--- config.mk ---
export PLATFORM = sky130hd
export DESIGN_NAME = i2c_port_expander
export DESIGN_NICKNAME = d
export VERILOG_FILES = /design/src/rtl/pxp_pkg.sv /design/src/rtl/pxp_line_filter.sv /design/src/rtl/pxp_bus_events.sv /design/src/rtl/pxp_link_fsm.sv /design/src/rtl/i2c_port_expander.sv
export SDC_FILE = /design/constraint.sdc
export NUM_CORES = 1
export LEC_CHECK = 0
export CAP_MARGIN = 40
export CORE_UTILIZATION = 40
export DETAILED_ROUTE_END_ITERATION = 16
export MAX_ROUTING_LAYER = met4
export PLACE_DENSITY_LB_ADDON = 0.05
export SETUP_SLACK_MARGIN = 0.05
export SKIP_LAST_GASP = 1
export SLEW_MARGIN = 20
export SYNTH_ARGS = -nofsm -noshare
export SYNTH_HDL_FRONTEND = slang
export SYNTH_SLANG_ARGS = --single-unit
export TNS_END_PERCENT = 5
--- constraint.sdc ---
create_clock -name clk -period 3.9 [get_ports clk]
set_clock_uncertainty 0.15 [all_clocks]
set_input_delay 0.975 -clock clk [delete_from_list [all_inputs] [get_ports clk]]
set_output_delay 0.975 -clock clk [all_outputs]
set_load 0.01 [all_outputs]
--- src/rtl/pxp_pkg.sv ---
package pxp_pkg;

  localparam int BYTE_W  = 8;
  localparam int STRAP_W = 3;
  localparam int CNT_W   = $clog2(BYTE_W);
  localparam logic [BYTE_W-2-STRAP_W:0] ADDR_HI = 4'b0100;

  typedef enum logic [2:0] {
    ST_IDLE,
    ST_ADDR,
    ST_AACK,
    ST_WDATA,
    ST_WACK,
    ST_WSKIP,
    ST_RDATA,
    ST_RACK
  } pxp_state_e;

endpackage

--- src/rtl/pxp_line_filter.sv ---
module pxp_line_filter #(
  parameter int SYNC_STAGES = 2,
  parameter int VOTE_TAPS   = 3
) (
  input  logic clk,
  input  logic rst_n,
  input  logic line_i,
  output logic line_o
);

  localparam int CW = $clog2(VOTE_TAPS + 1);

  logic [SYNC_STAGES-1:0] sync_q;
  logic [VOTE_TAPS-1:0]   tap_q;
  logic [CW-1:0]          ones;
  logic                   vote_d;

  // count of high taps, majority decides
  always_comb begin
    ones = '0;
    for (int i = 0; i < VOTE_TAPS; i++) begin
      ones = ones + {{(CW-1){1'b0}}, tap_q[i]};
    end
    vote_d = (ones > CW'(VOTE_TAPS / 2));
  end

  always_ff @(posedge clk or negedge rst_n) begin
    if (!rst_n) begin
      sync_q <= '1;
      tap_q  <= '1;
      line_o <= 1'b1;
    end else begin
      sync_q <= {sync_q[SYNC_STAGES-2:0], line_i};
      tap_q  <= {tap_q[VOTE_TAPS-2:0], sync_q[SYNC_STAGES-1]};
      line_o <= vote_d;
    end
  end

endmodule

--- src/rtl/pxp_bus_events.sv ---
module pxp_bus_events (
  input  logic clk,
  input  logic rst_n,
  input  logic scl_f,
  input  logic sda_f,
  output logic scl_rise,
  output logic scl_fall,
  output logic start_ev,
  output logic stop_ev
);

  logic scl_q;
  logic sda_q;

  always_ff @(posedge clk or negedge rst_n) begin
    if (!rst_n) begin
      scl_q <= 1'b1;
      sda_q <= 1'b1;
    end else begin
      scl_q <= scl_f;
      sda_q <= sda_f;
    end
  end

  always_comb begin
    scl_rise = scl_f & ~scl_q;
    scl_fall = ~scl_f & scl_q;
    start_ev = scl_f & scl_q & sda_q & ~sda_f;
    stop_ev  = scl_f & scl_q & ~sda_q & sda_f;
  end

endmodule

--- src/rtl/pxp_link_fsm.sv ---
module pxp_link_fsm
  import pxp_pkg::*;
(
  input  logic               clk,
  input  logic               rst_n,
  input  logic               scl_rise,
  input  logic               scl_fall,
  input  logic               start_ev,
  input  logic               stop_ev,
  input  logic               sda_f,
  input  logic [STRAP_W-1:0] strap_i,
  input  logic [BYTE_W-1:0]  pin_i,
  output logic [BYTE_W-1:0]  port_o,
  output logic               sda_oe_o,
  output logic               wr_strobe_o,
  output logic               rd_strobe_o
);

  localparam logic [CNT_W-1:0] LAST_BIT = CNT_W'(BYTE_W - 1);

  pxp_state_e          state_q, state_d;
  logic [CNT_W-1:0]    cnt_q, cnt_d;
  logic                full_q, full_d;
  logic [BYTE_W-1:0]   sh_q, sh_d;
  logic [BYTE_W-1:0]   port_q, port_d;
  logic [STRAP_W-1:0]  strap_q, strap_d;
  logic                mack_q, mack_d;
  logic                wr_q, wr_d;
  logic                rd_q, rd_d;
  logic                addr_hit;

  assign addr_hit = (sh_q[BYTE_W-1:1] == {ADDR_HI, strap_q});

  // next-state logic
  always_comb begin
    state_d = state_q;
    cnt_d   = cnt_q;
    full_d  = full_q;
    sh_d    = sh_q;
    port_d  = port_q;
    strap_d = strap_q;
    mack_d  = mack_q;
    wr_d    = 1'b0;
    rd_d    = 1'b0;
    if (stop_ev) begin
      state_d = ST_IDLE;
      full_d  = 1'b0;
      cnt_d   = '0;
    end else if (start_ev) begin
      state_d = ST_ADDR;
      full_d  = 1'b0;
      cnt_d   = '0;
      strap_d = strap_i;
    end else begin
      unique case (state_q)
        ST_ADDR, ST_WDATA: begin
          if (scl_rise) begin
            sh_d   = {sh_q[BYTE_W-2:0], sda_f};
            cnt_d  = cnt_q + 1'b1;
            full_d = (cnt_q == LAST_BIT);
          end else if (scl_fall && full_q) begin
            full_d = 1'b0;
            cnt_d  = '0;
            if (state_q == ST_WDATA) begin
              state_d = ST_WACK;
            end else if (addr_hit) begin
              state_d = ST_AACK;
            end else begin
              state_d = ST_IDLE;
            end
          end
        end
        ST_AACK: begin
          if (scl_fall) begin
            if (sh_q[0]) begin
              state_d = ST_RDATA;
              sh_d    = pin_i;
              rd_d    = 1'b1;
            end else begin
              state_d = ST_WDATA;
            end
          end
        end
        ST_WACK: begin
          if (scl_rise) begin
            port_d = sh_q;
            wr_d   = 1'b1;
          end else if (scl_fall) begin
            state_d = ST_WSKIP;
          end
        end
        ST_RDATA: begin
          if (scl_fall) begin
            if (cnt_q == LAST_BIT) begin
              state_d = ST_RACK;
              cnt_d   = '0;
              mack_d  = 1'b0;
            end else begin
              sh_d  = {sh_q[BYTE_W-2:0], 1'b1};
              cnt_d = cnt_q + 1'b1;
            end
          end
        end
        ST_RACK: begin
          if (scl_rise) begin
            mack_d = ~sda_f;
          end else if (scl_fall) begin
            if (mack_q) begin
              state_d = ST_RDATA;
              sh_d    = pin_i;
              rd_d    = 1'b1;
            end else begin
              state_d = ST_IDLE;
            end
          end
        end
        default: ;
      endcase
    end
  end

  // state registers
  always_ff @(posedge clk or negedge rst_n) begin
    if (!rst_n) begin
      state_q <= ST_IDLE;
      cnt_q   <= '0;
      full_q  <= 1'b0;
      sh_q    <= '1;
      port_q  <= '1;
      strap_q <= '0;
      mack_q  <= 1'b0;
      wr_q    <= 1'b0;
      rd_q    <= 1'b0;
    end else begin
      state_q <= state_d;
      cnt_q   <= cnt_d;
      full_q  <= full_d;
      sh_q    <= sh_d;
      port_q  <= port_d;
      strap_q <= strap_d;
      mack_q  <= mack_d;
      wr_q    <= wr_d;
      rd_q    <= rd_d;
    end
  end

  assign port_o      = port_q;
  assign wr_strobe_o = wr_q;
  assign rd_strobe_o = rd_q;
  assign sda_oe_o    = (state_q == ST_AACK) || (state_q == ST_WACK) ||
                       ((state_q == ST_RDATA) && !sh_q[BYTE_W-1]);

endmodule

--- src/rtl/i2c_port_expander.sv ---
module i2c_port_expander #(
  parameter int SYNC_STAGES = 2,
  parameter int VOTE_TAPS   = 3
) (
  input  logic       clk,
  input  logic       rst_n,
  input  logic       scl_i,
  input  logic       sda_i,
  output logic       sda_oe_o,
  input  logic [2:0] strap_i,
  input  logic [7:0] pin_i,
  output logic [7:0] port_o,
  output logic       wr_strobe_o,
  output logic       rd_strobe_o
);

  localparam int LINES = 2;

  logic [1:0]       rst_pipe;
  logic             rst_int_n;
  logic [LINES-1:0] raw_lines;
  logic [LINES-1:0] filt_lines;
  logic             scl_f;
  logic             sda_f;
  logic             scl_rise;
  logic             scl_fall;
  logic             start_ev;
  logic             stop_ev;

  // asynchronous assert, synchronous release
  always_ff @(posedge clk or negedge rst_n) begin
    if (!rst_n) rst_pipe <= '0;
    else        rst_pipe <= {rst_pipe[0], 1'b1};
  end
  assign rst_int_n = rst_pipe[1];

  assign raw_lines = {sda_i, scl_i};

  for (genvar g = 0; g < LINES; g++) begin : g_line
    pxp_line_filter #(
      .SYNC_STAGES(SYNC_STAGES),
      .VOTE_TAPS  (VOTE_TAPS)
    ) u_filt (
      .clk   (clk),
      .rst_n (rst_int_n),
      .line_i(raw_lines[g]),
      .line_o(filt_lines[g])
    );
  end

  assign scl_f = filt_lines[0];
  assign sda_f = filt_lines[1];

  pxp_bus_events u_events (
    .clk     (clk),
    .rst_n   (rst_int_n),
    .scl_f   (scl_f),
    .sda_f   (sda_f),
    .scl_rise(scl_rise),
    .scl_fall(scl_fall),
    .start_ev(start_ev),
    .stop_ev (stop_ev)
  );

  pxp_link_fsm u_fsm (
    .clk        (clk),
    .rst_n      (rst_int_n),
    .scl_rise   (scl_rise),
    .scl_fall   (scl_fall),
    .start_ev   (start_ev),
    .stop_ev    (stop_ev),
    .sda_f      (sda_f),
    .strap_i    (strap_i),
    .pin_i      (pin_i),
    .port_o     (port_o),
    .sda_oe_o   (sda_oe_o),
    .wr_strobe_o(wr_strobe_o),
    .rd_strobe_o(rd_strobe_o)
  );

endmodule

==> flow_metrics.tcl, run 1 <==
set metrics [dict create \
    status "complete, no violations" \
    die_h_microns 75.9 \
    sw_frac_of_total_pct 26.8 \
    ant_nets 0 \
    synthCells 183 \
    fin_ws_ns 0.885 \
    root_buffer "clkbuf_8" \
    p_switching_uw 364 \
    async_reset_ff_share_pct 100 \
    cts_tree "yes" \
    drc_errors 0 \
    antenna_cells 0 \
    setup_tns_ns 0 \
    hp-class "reg -> async" \
    drt_iter0_drc 81 \
    synth_top_flop_cell "dfstp_2" \
    fin_nets 228 \
    num_io_pins 26 \
    drv_slew 0 \
    vias 1447 \
    grt_max_degree 29 \
    cts_setup_buffers 0 \
    place.gp.congestion 0.803 \
    grt_pass1_wl_mm 7.20 \
    hpwl_mm 2.93 \
    post_cts_resized 0 \
    insertion_delay_ns 0.29 \
    grt-ovfl-total 0 \
    max-vdd-ir-drop_mv 0.269 \
    cp-start-kind "register" \
    hold_viol 0 \
    rsz0062_at_grt "no" \
    finalCritPeriodShare_pct 77.3 \
    wl_per_cell_microns 14.6 \
    post_drt_via_cell_ratio 5.17 \
    synthToLayoutAreaGrowth_pct 20.4 \
    rows 26 \
    cts_num_sinks 45 \
    yosys_warnings 0 \
    antenna_found_initial 0 \
    power.density_nw_per_um2 515 \
    wl_mm 4.08 \
    reg2reg_slack_ns 1.66 \
    die_w_microns 75.9 \
    syn_area_per_cell_sq_um 12.0 \
    ys_seq_area_share_pct 53.2 \
    cts_hold_buf 0 \
    cts.path.max_buffers 2 \
    worstSetupPathType "reg -> out" \
    cp_max_fo 17 \
    path_clk_slew_ns 0.09 \
    required_ns 2.77 \
    internal-power_uw 992 \
    fin_hold_ws_ns 0.0376 \
    ys_types 55 \
    synthesis.area_sq_um 2190 \
    period_needed_ns 3.02 \
    die_area_sq_um 5770 \
    synth_seq_cells 45 \
    place_ws_ns 1.23 \
    drive_above_1_share_pct 28.1 \
    max_cap_viol_count 0 \
    crit_start "u_fsm.state_q[0]$_DFFE_PN0P_" \
    end_kind "primary output" \
    start_util_pct 42.3 \
    cts_inserted_buffers 5 \
    final-setup-viol-count 0 \
    worstPathArrival_ns 1.89 \
    dr.pass1.iters 4 \
    synth_edf_count 0 \
    io_buffer_count 25 \
    finalPower_uw 1360 \
    clkPwrFrac_pct 30.3 \
    worst_slew_pin_slew_ns 0.613 \
    stdcell_area_sq_um 2630 \
    synth.net_count 202 \
    max_freq_ghz 0.332 \
    htreeDepth 2 \
    grt.total_usage_pct 16.3 \
    timing.rr.start "u_fsm.state_q[0]$_DFFE_PN0P_" \
    p_seq_share_pct 49.6 \
    core_area_sq_um 5170 \
    placed_area_sq_um 2500 \
    leakage_uw 0.00110 \
    relSlewSlack_pct 59.1 \
    p_comb_share_pct 20.0 \
    grt_pass1_vias 1434 \
]
## per-layer routing
| metal | routed length (microns) | vias up | global-route usage [%] | part of all wire, % |
|---|---|---|---|---|
| li1 | - | 706 | - | - |
| met3 | 118 | 5 | 3.73 | 2.9 |
| met1 | 2040 | 710 | 23.2 | 50 |
| met5 | 0 | - | - | 0 |
| met4 | 44 | 0 | 4.04 | 1.1 |
| met2 | 1880 | 26 | 23.6 | 46 |
## flip-flops by register name, indices dropped and copies added (netlist names)
register	count
u_events.sda_q	1
rst_pipe	2
u_fsm.port_o	8
u_fsm.rd_strobe_o	1
g_line.u_filt.line_o	2
u_fsm.state_q	3
u_fsm.mack_q	1
u_fsm.strap_q	3
u_fsm.wr_strobe_o	1
g_line.u_filt.tap_q	6
u_events.scl_q	1
u_fsm.full_q	1
u_fsm.cnt_q	3
g_line.u_filt.sync_q	4
u_fsm.sh_q	8
## critical path, cell delays in order (launching register included)
cell and delay [ns]:
dfrtp_1 0.59, o21bai_1 0.28, a31oi_1 0.17, clkdlybuf4s50_1 0.56
## power by group through the flow
stage | registers [uW] | logic [uW] | clock network (uW)
2_1_floorplan | 629 | 258 | 0
3_3_place_gp | 685 | 260 | 0
3_5_place_dp | 682 | 271 | 0
4_1_cts | 673 | 274 | 427
5_1_grt | 689 | 299 | 448
6_report | 673 | 272 | 411
## synth_stat cells, types with 2 or more instances
cell      count  area, sq um
a21o_1        4         30.0
a21oi_1      12         60.1
a22o_1        7         61.3
buf_2         2         10.0
buf_4         4         30.0
dfrtp_1      15          375
dfstp_2      30          788
ha_1          4         50.1
inv_1         5         18.8
mux2_1        9          101
mux2_2        3         33.8
mux2_4        7          105
mux2i_1       2         20.0
nand2_1      14         52.6
nand3_1       5         25.0
nand3b_1      3         22.5
nor2_1       11         41.3
nor2b_1       2         12.5
o21a_1        2         15.0
o21ai_0       4         20.0
o21ai_1       2         10.0
xor2_1        3         26.3
## final timing paths
path                                                  endpoint  cells after the start
setup / recovery                                      sda_oe_o                      3
hold / removal                        u_fsm.full_q$_DFFE_PN0P_                      0
setup reg to reg                  u_fsm.state_q[1]$_DFFE_PN0P_                      5
hold reg to reg                       u_fsm.full_q$_DFFE_PN0P_                      0
max in group asynchronous                rst_pipe[1]$_DFF_PN0_                      1
min in group clk           g_line[1].u_filt.tap_q[0]$_DFF_PN1_                      0
## metrics by stage
| stage | std cells | util [%] |
|---|---|---|
| floorplan | 183 | - |
| global placement | 271 | 47.9 |
| detailed placement | 272 | 48.3 |
| CTS | 280 | 50.9 |
| global route | 280 | 50.9 |
| finish | 280 | 50.9 |
## kinds of logic (layout without fill, tap and decap cells)
family          after synthesis  count (layout)  synth area share (%)
mux                          21              21                  11.9
simple gates                 48              48                  12.1
compound gates               46              46                  15.2
flops                        45              45                  53.2
xor+xnor                      4               4                  1.60
other cells                   1               1                 0.171
buf+inv                      14              41                  3.55
fa+ha+maj                     4               4                  2.29
## cell usage in the layout (no fill, tap or decap), types with 2 or more instances in the layout
| cell type | count |
|---|---|
| o21ai_1 | 2 |
| bufinv_16 | 2 |
| ha_1 | 4 |
| mux2_2 | 3 |
| nor2b_1 | 2 |
| xor2_1 | 3 |
| inv_1 | 5 |
| clkdlybuf4s50_1 | 25 |
| nand3_1 | 5 |
| nand3b_1 | 3 |
| mux2_1 | 9 |
| nor2_1 | 11 |
| dfstp_2 | 30 |
| nand2_1 | 14 |
| a21o_1 | 4 |
| o21a_1 | 2 |
| dfrtp_1 | 14 |
| a22o_1 | 7 |
| mux2i_1 | 2 |
| o21ai_0 | 4 |
| clkbuf_8 | 5 |
| mux2_4 | 7 |
| a21oi_1 | 12 |
## layout make-up
| cell class | instances | area [sq um] |
|---|---|---|
| clock buffers | 5 | 68.8 |
| multi-input cells | 124 | 946 |
| flip-flops and latches | 45 | 1160 |
| fillers | 468 | 2540 |
| clock inverters | 3 | 65.1 |
| repair buffers | 27 | 278 |
| inverters | 6 | 22.5 |
| well taps | 70 | 87.6 |
No activity file was read; power rests on OpenSTA's default activity.
==> inputs of run 2 (changes only) <==
==> constraint.sdc (replaced) <==
create_clock -name clk -period 2.85 [get_ports clk]
set_clock_uncertainty 0.15 [all_clocks]
set_input_delay 0.7125 -clock clk [delete_from_list [all_inputs] [get_ports clk]]
set_output_delay 0.7125 -clock clk [all_outputs]
set_load 0.01 [all_outputs]
==> run 2 against run 1 <==
  * Sequential share of layout area is 0.58 points higher
  * Die area unchanged
  * Worst hold slack worse by 0.020 ns
  * Setup slack got worse by 0.55 ns
  * Clock-buffer cell count unchanged
  * Global-route usage rose by 0.46 points
  * Non-clock buffer count up 1
  * Core utilization down 0.60 points
  * Clock power about the same
  * Highest routed layer unchanged
==> flow_metrics.tcl, run 2 (synthesis results as in run 1) <==
set metrics [dict create \
    hpwl_mm 2.93 \
    insertion_delay_ns 0.30 \
    status "complete, no violations" \
    synthToLayoutAreaGrowth_pct 18.9 \
    p_seq_share_pct 52.3 \
    cp_max_fo 11 \
    grt_pass1_wl_mm 7.47 \
    io_buffer_count 25 \
    max-vdd-ir-drop_mv 0.360 \
    layout_commonest_cell "dfstp_2" \
    grt_max_degree 30 \
    cts_tree "yes" \
    grt_pass1_vias 1505 \
    sw_frac_of_total_pct 30.2 \
    path_clk_slew_ns 0.09 \
    internal-power_uw 1200 \
    hp-class "reg -> async" \
    cts_inserted_buffers 5 \
    antenna_found_initial 0 \
    clkPwrFrac_pct 23.9 \
    max_cap_viol_count 0 \
    power.density_nw_per_um2 659 \
    setup_tns_ns 0 \
    die_w_microns 75.9 \
    num_io_pins 26 \
    place.gp.congestion 0.906 \
    crit_start "u_fsm.state_q[1]$_DFFE_PN0P_" \
    cts_hold_buf 0 \
    end_kind "primary output" \
    antenna_cells 0 \
    drt_iter0_drc 145 \
    hold_viol 0 \
    post_drt_via_cell_ratio 5.14 \
    worstPathArrival_ns 1.66 \
    core_area_sq_um 5170 \
    drive_above_1_share_pct 28.9 \
    grt.total_usage_pct 16.8 \
    start_util_pct 42.3 \
    ant_nets 0 \
    htreeDepth 2 \
    die_area_sq_um 5770 \
    worstSetupPathType "reg -> out" \
    fin_hold_ws_ns 0.0178 \
    cts_num_sinks 45 \
    post_cts_resized 0 \
    period_needed_ns 2.52 \
    dr.pass1.iters 4 \
    cts_setup_buffers 0 \
    rsz0062_at_grt "no" \
    finalPower_uw 1710 \
    finalCritPeriodShare_pct 88.4 \
    required_ns 1.99 \
    die_h_microns 75.9 \
    cts.path.max_buffers 2 \
    p_comb_share_pct 23.8 \
    max_freq_ghz 0.397 \
    wl_mm 4.11 \
    timing.rr.start "u_events.scl_q$_DFF_PN1_" \
    cp-start-kind "register" \
    drv_slew 0 \
    relSlewSlack_pct 58.6 \
    worst_slew_pin_slew_ns 0.619 \
    p_switching_uw 518 \
    mostFrequentLayoutCells "dfstp_2 (30), clkdlybuf4s50_1 (25), nand2_1 (14)" \
    root_buffer "clkbuf_8" \
    grt-ovfl-total 0 \
    rows 26 \
    fin_nets 229 \
    vias 1445 \
    drc_errors 0 \
    leakage_uw 0.00108 \
    wl_per_cell_microns 14.6 \
    final-setup-viol-count 0 \
]
[run 2: cell count changes in the layout (fill, tap and decap cells not counted), sizes merged]
cell and change:
bufinv -2, clkinvlp +1, buf +1, clkinv -1
inv +2
[run 2: routing by layer]
layer	track usage, %	vias up	part of all wire (%)
li1	-	709	-
met1	23.1	701	50
met2	25.4	30	45
met3	3.37	5	3.4
met4	4.42	0	0.88
met5	-	-	0
[run 2: area by class of cell]
class                      instances  area, sq um
timing repair buffer              28          285
multi-input combinational        124          946
clock buffer                       5         68.8
inverter                           6         22.5
sequential                        45         1170
clock inverter                     3         25.0
fill                             457         2570
tap                               70         87.6
[run 2: per-stage QoR]
step / setup slack, ns / util (%) / instance area [sq um] / cells
after global routing: 0.163 / 50.3 / 2600 / 281
after floorplan: 0.900 / - / 2190 / 183
final: 0.332 / 50.3 / 2600 / 281
after global placement: 0.539 / 48.1 / 2490 / 272
after CTS: 0.174 / 50.3 / 2600 / 281
after detailed placement: 0.521 / 48.5 / 2510 / 273
[run 2: power groups by stage]
| stage | logic (uW) | clock network, uW | registers, uW |
|---|---|---|---|
| 2_1_floorplan | 353 | 0 | 861 |
| 3_3_place_gp | 391 | 0 | 916 |
| 3_5_place_dp | 406 | 0 | 910 |
| 4_1_cts | 410 | 431 | 900 |
| 5_1_grt | 453 | 458 | 922 |
| 6_report | 408 | 410 | 897 |
[run 2: critical path, stage by stage (launching register included)]
cell and delay (ns):
dfrtp_1 0.53, o21bai_1 0.13, a31oi_1 0.14, clkdlybuf4s50_1 0.56
[run 2: path summary, 6_finish.rpt]
path,end,slack (ns),cells past startpoint
setup / recovery,sda_oe_o,0.33,3
hold / removal,u_fsm.strap_q[0]$_DFFE_PN0P_,0.02,0
setup reg to reg,u_fsm.sh_q[3]$_DFFE_PN1P_,0.61,5
hold reg to reg,u_fsm.strap_q[0]$_DFFE_PN0P_,0.02,0
max in group asynchronous,u_fsm.sh_q[1]$_DFFE_PN1P_,2.00,1
min in group clk,g_line[0].u_filt.tap_q[0]$_DFF_PN1_,0.21,0
==> inputs of run 3 (changes only) <==
--- a/config.mk
+++ b/config.mk
@@ -6,6 +6,7 @@
 export NUM_CORES = 1
 export LEC_CHECK = 0
 export CAP_MARGIN = 40
+export CORE_MARGIN = 2
 export CORE_UTILIZATION = 40
 export DETAILED_ROUTE_END_ITERATION = 16
 export MAX_ROUTING_LAYER = met4
@@ -15,5 +16,6 @@
 export SLEW_MARGIN = 20
 export SYNTH_ARGS = -nofsm -noshare
 export SYNTH_HDL_FRONTEND = slang
+export SYNTH_HIERARCHICAL = 1
 export SYNTH_SLANG_ARGS = --single-unit
 export TNS_END_PERCENT = 5
==> run 3 against run 2 <==
  * Die area grew 4.0%
  * First-iteration DRC count grew 0.69%
  * Clock-buffer cell count is the same
  * Largest power group unchanged
==> flow_metrics.tcl, run 3 <==
set metrics [dict create \
    leakage_uw 0.00111 \
    drive_above_1_share_pct 32.5 \
    grt_pass1_vias 1521 \
    antenna_cells 0 \
    synth.most_common_cell "dfstp_2" \
    critPathSlowestCell "clkdlybuf4s50_1" \
    period_needed_ns 2.52 \
    syn_area_per_cell_sq_um 12.1 \
    post_cts_resized 0 \
    max_cap_viol_count 0 \
    place.gp.congestion 0.953 \
    cp-start-kind "register" \
    async_reset_ff_share_pct 100 \
    grt_max_degree 44 \
    hpwl_mm 3.13 \
    hold_viol 0 \
    die_w_microns 77.5 \
    post_drt_via_cell_ratio 5.33 \
    path_clk_slew_ns 0.09 \
    synthCells 178 \
    setup_tns_ns 0 \
    grt.total_usage_pct 15.8 \
    post-place-cells 271 \
    cts_tree "yes" \
    die_area_sq_um 6000 \
    cts_num_sinks 45 \
    yosys.area.top_type "dfstp_2" \
    relSlewSlack_pct 61.6 \
    required_ns 1.99 \
    vias 1486 \
    reg2reg_slack_ns 0.47 \
    synth_edf_count 0 \
    core_area_sq_um 5170 \
    io_buffer_count 25 \
    cts_hold_buf 0 \
    die_h_microns 77.5 \
    grt-ovfl-total 0 \
    ant_nets 0 \
    root_buffer "clkbuf_8" \
    cts_setup_buffers 0 \
    synth_seq_cells 45 \
    cts.path.max_buffers 2 \
    max_freq_ghz 0.397 \
    insertion_delay_ns 0.29 \
    ys_types 46 \
    end_kind "primary output" \
    rsz0062_at_grt "no" \
    ys_seq_area_share_pct 53.9 \
    netlist.area_leader.share_pct 36.5 \
    wl_per_cell_microns 15.4 \
    critical_path.cell_chain "o21bai_1, a31oi_1, clkdlybuf4s50_1" \
    power.density_nw_per_um2 974 \
    wl_mm 4.30 \
    hp-class "reg -> async" \
    layout_commonest_cell "dfstp_2" \
    num_io_pins 26 \
    status "complete, no violations" \
    worstPathArrival_ns 1.66 \
    drt_iter0_drc 146 \
    drv_slew 0 \
    fin_hold_ws_ns 0.151 \
    cts_inserted_buffers 5 \
    max-vdd-ir-drop_mv 0.336 \
    worstSetupPathType "reg -> out" \
    fin_nets 227 \
    grt_pass1_wl_mm 7.31 \
    synthesis.area_sq_um 2160 \
    finalCritPeriodShare_pct 88.4 \
    yosys_warnings 6 \
    cp_max_fo 11 \
    worst_slew_pin_slew_ns 0.575 \
    drc_errors 0 \
    dr.pass1.iters 4 \
    final-setup-viol-count 0 \
    rows 26 \
    start_util_pct 41.7 \
    synthToLayoutAreaGrowth_pct 19.4 \
    slowest_delay_ns 0.57 \
    synth.net_count 197 \
    stdcell_count 279 \
    htreeDepth 2 \
    antenna_found_initial 0 \
    ys_top_cells_by_count "dfstp_2 (30), dfrtp_1 (15), mux2_2 (13), nand2_1 (12), o21ai_0 (10)" \
    mostFrequentLayoutCells "dfstp_2 (30), clkdlybuf4s50_1 (25), dfrtp_1 (15)" \
    synth_top_flop_cell "dfstp_2" \
    synth_top_cells_by_area "dfstp_2 (37%), dfrtp_1 (17%), mux2_2 (6.8%)" \
]
run 3: cell count changes after synthesis, sizes merged, moves of 3 or more:
cell	change
o21ai	+4
nand3	-3
nor2	-4
nor2b	+3
a21oi	-7
nand2	-3
run 3: area by class of cell:
class / instances / area, sq um
Fill cell: 463 / 2590
Sequential cell: 45 / 1160
Multi-Input combinational cell: 120 / 923
Timing Repair Buffer: 32 / 303
Tap cell: 70 / 87.6
Clock buffer: 5 / 68.8
Clock inverter: 3 / 16.3
Inverter: 4 / 15.0
run 3: cell families after synthesis:
family	Yosys count	share of synthesized area (%)
compound gates	44	14.4
xor+xnor	3	1.22
fa+ha+maj	4	2.32
buf+inv	13	3.30
flops	45	53.9
mux	21	12.1
other cells	1	0.174
simple gates	47	12.6
run 3: final timing paths:
kind | cells past startpoint | to | from
max in group asynchronous | 1 | rst_pipe[1]$_DFF_PN0_ | rst_n
worst max-delay path | 3 | sda_oe_o | u_fsm/state_q[2]$_DFFE_PN0P_
worst min-delay path | 1 | u_fsm/full_q$_DFFE_PN0P_ | rst_pipe[1]$_DFF_PN0_
worst max register to register | 5 | u_fsm/sh_q[1]$_DFFE_PN1P_ | g_line[1].u_filt/line_o$_DFF_PN1_
worst min register to register | 1 | u_fsm/full_q$_DFFE_PN0P_ | rst_pipe[1]$_DFF_PN0_
min in group clk | 0 | g_line[1].u_filt/tap_q[0]$_DFF_PN1_ | g_line[1].u_filt/sync_q[1]$_DFF_PN1_
run 3: power by group:
part | total [uW] | switching (uW) | internal (uW)
Clock | 379 | 209 | 170
Sequential | 1070 | 170 | 897
Combinational | 1070 | 503 | 563
run 3: worst max-delay path, delay by kind of cell, from the launching register on:
| family | cells | cell delay (ns) |
|---|---|---|
| compound gates | 2 | 0.25 |
| buf+inv | 1 | 0.57 |
| flops | 1 | 0.55 |
run 3: through the flow:
step | setup WS, ns | total power, uW | cell area (sq um) | utilization, %
floorplan | 0.601 | 1800 | 2160 | -
global placement | 0.537 | 2120 | 2490 | 48.2
detailed placement | 0.487 | 2140 | 2490 | 48.2
CTS | 0.316 | 2540 | 2580 | 49.8
global route | 0.258 | 2700 | 2580 | 49.8
finish | 0.329 | 2510 | 2580 | 49.8
run 3: metal layers:
metal | global-route usage, % | share of wire [%]
met1 | 20.3 | 46
met2 | 25.3 | 49
met3 | 3.60 | 3.9
met4 | 3.93 | 0.72
met5 | - | 0
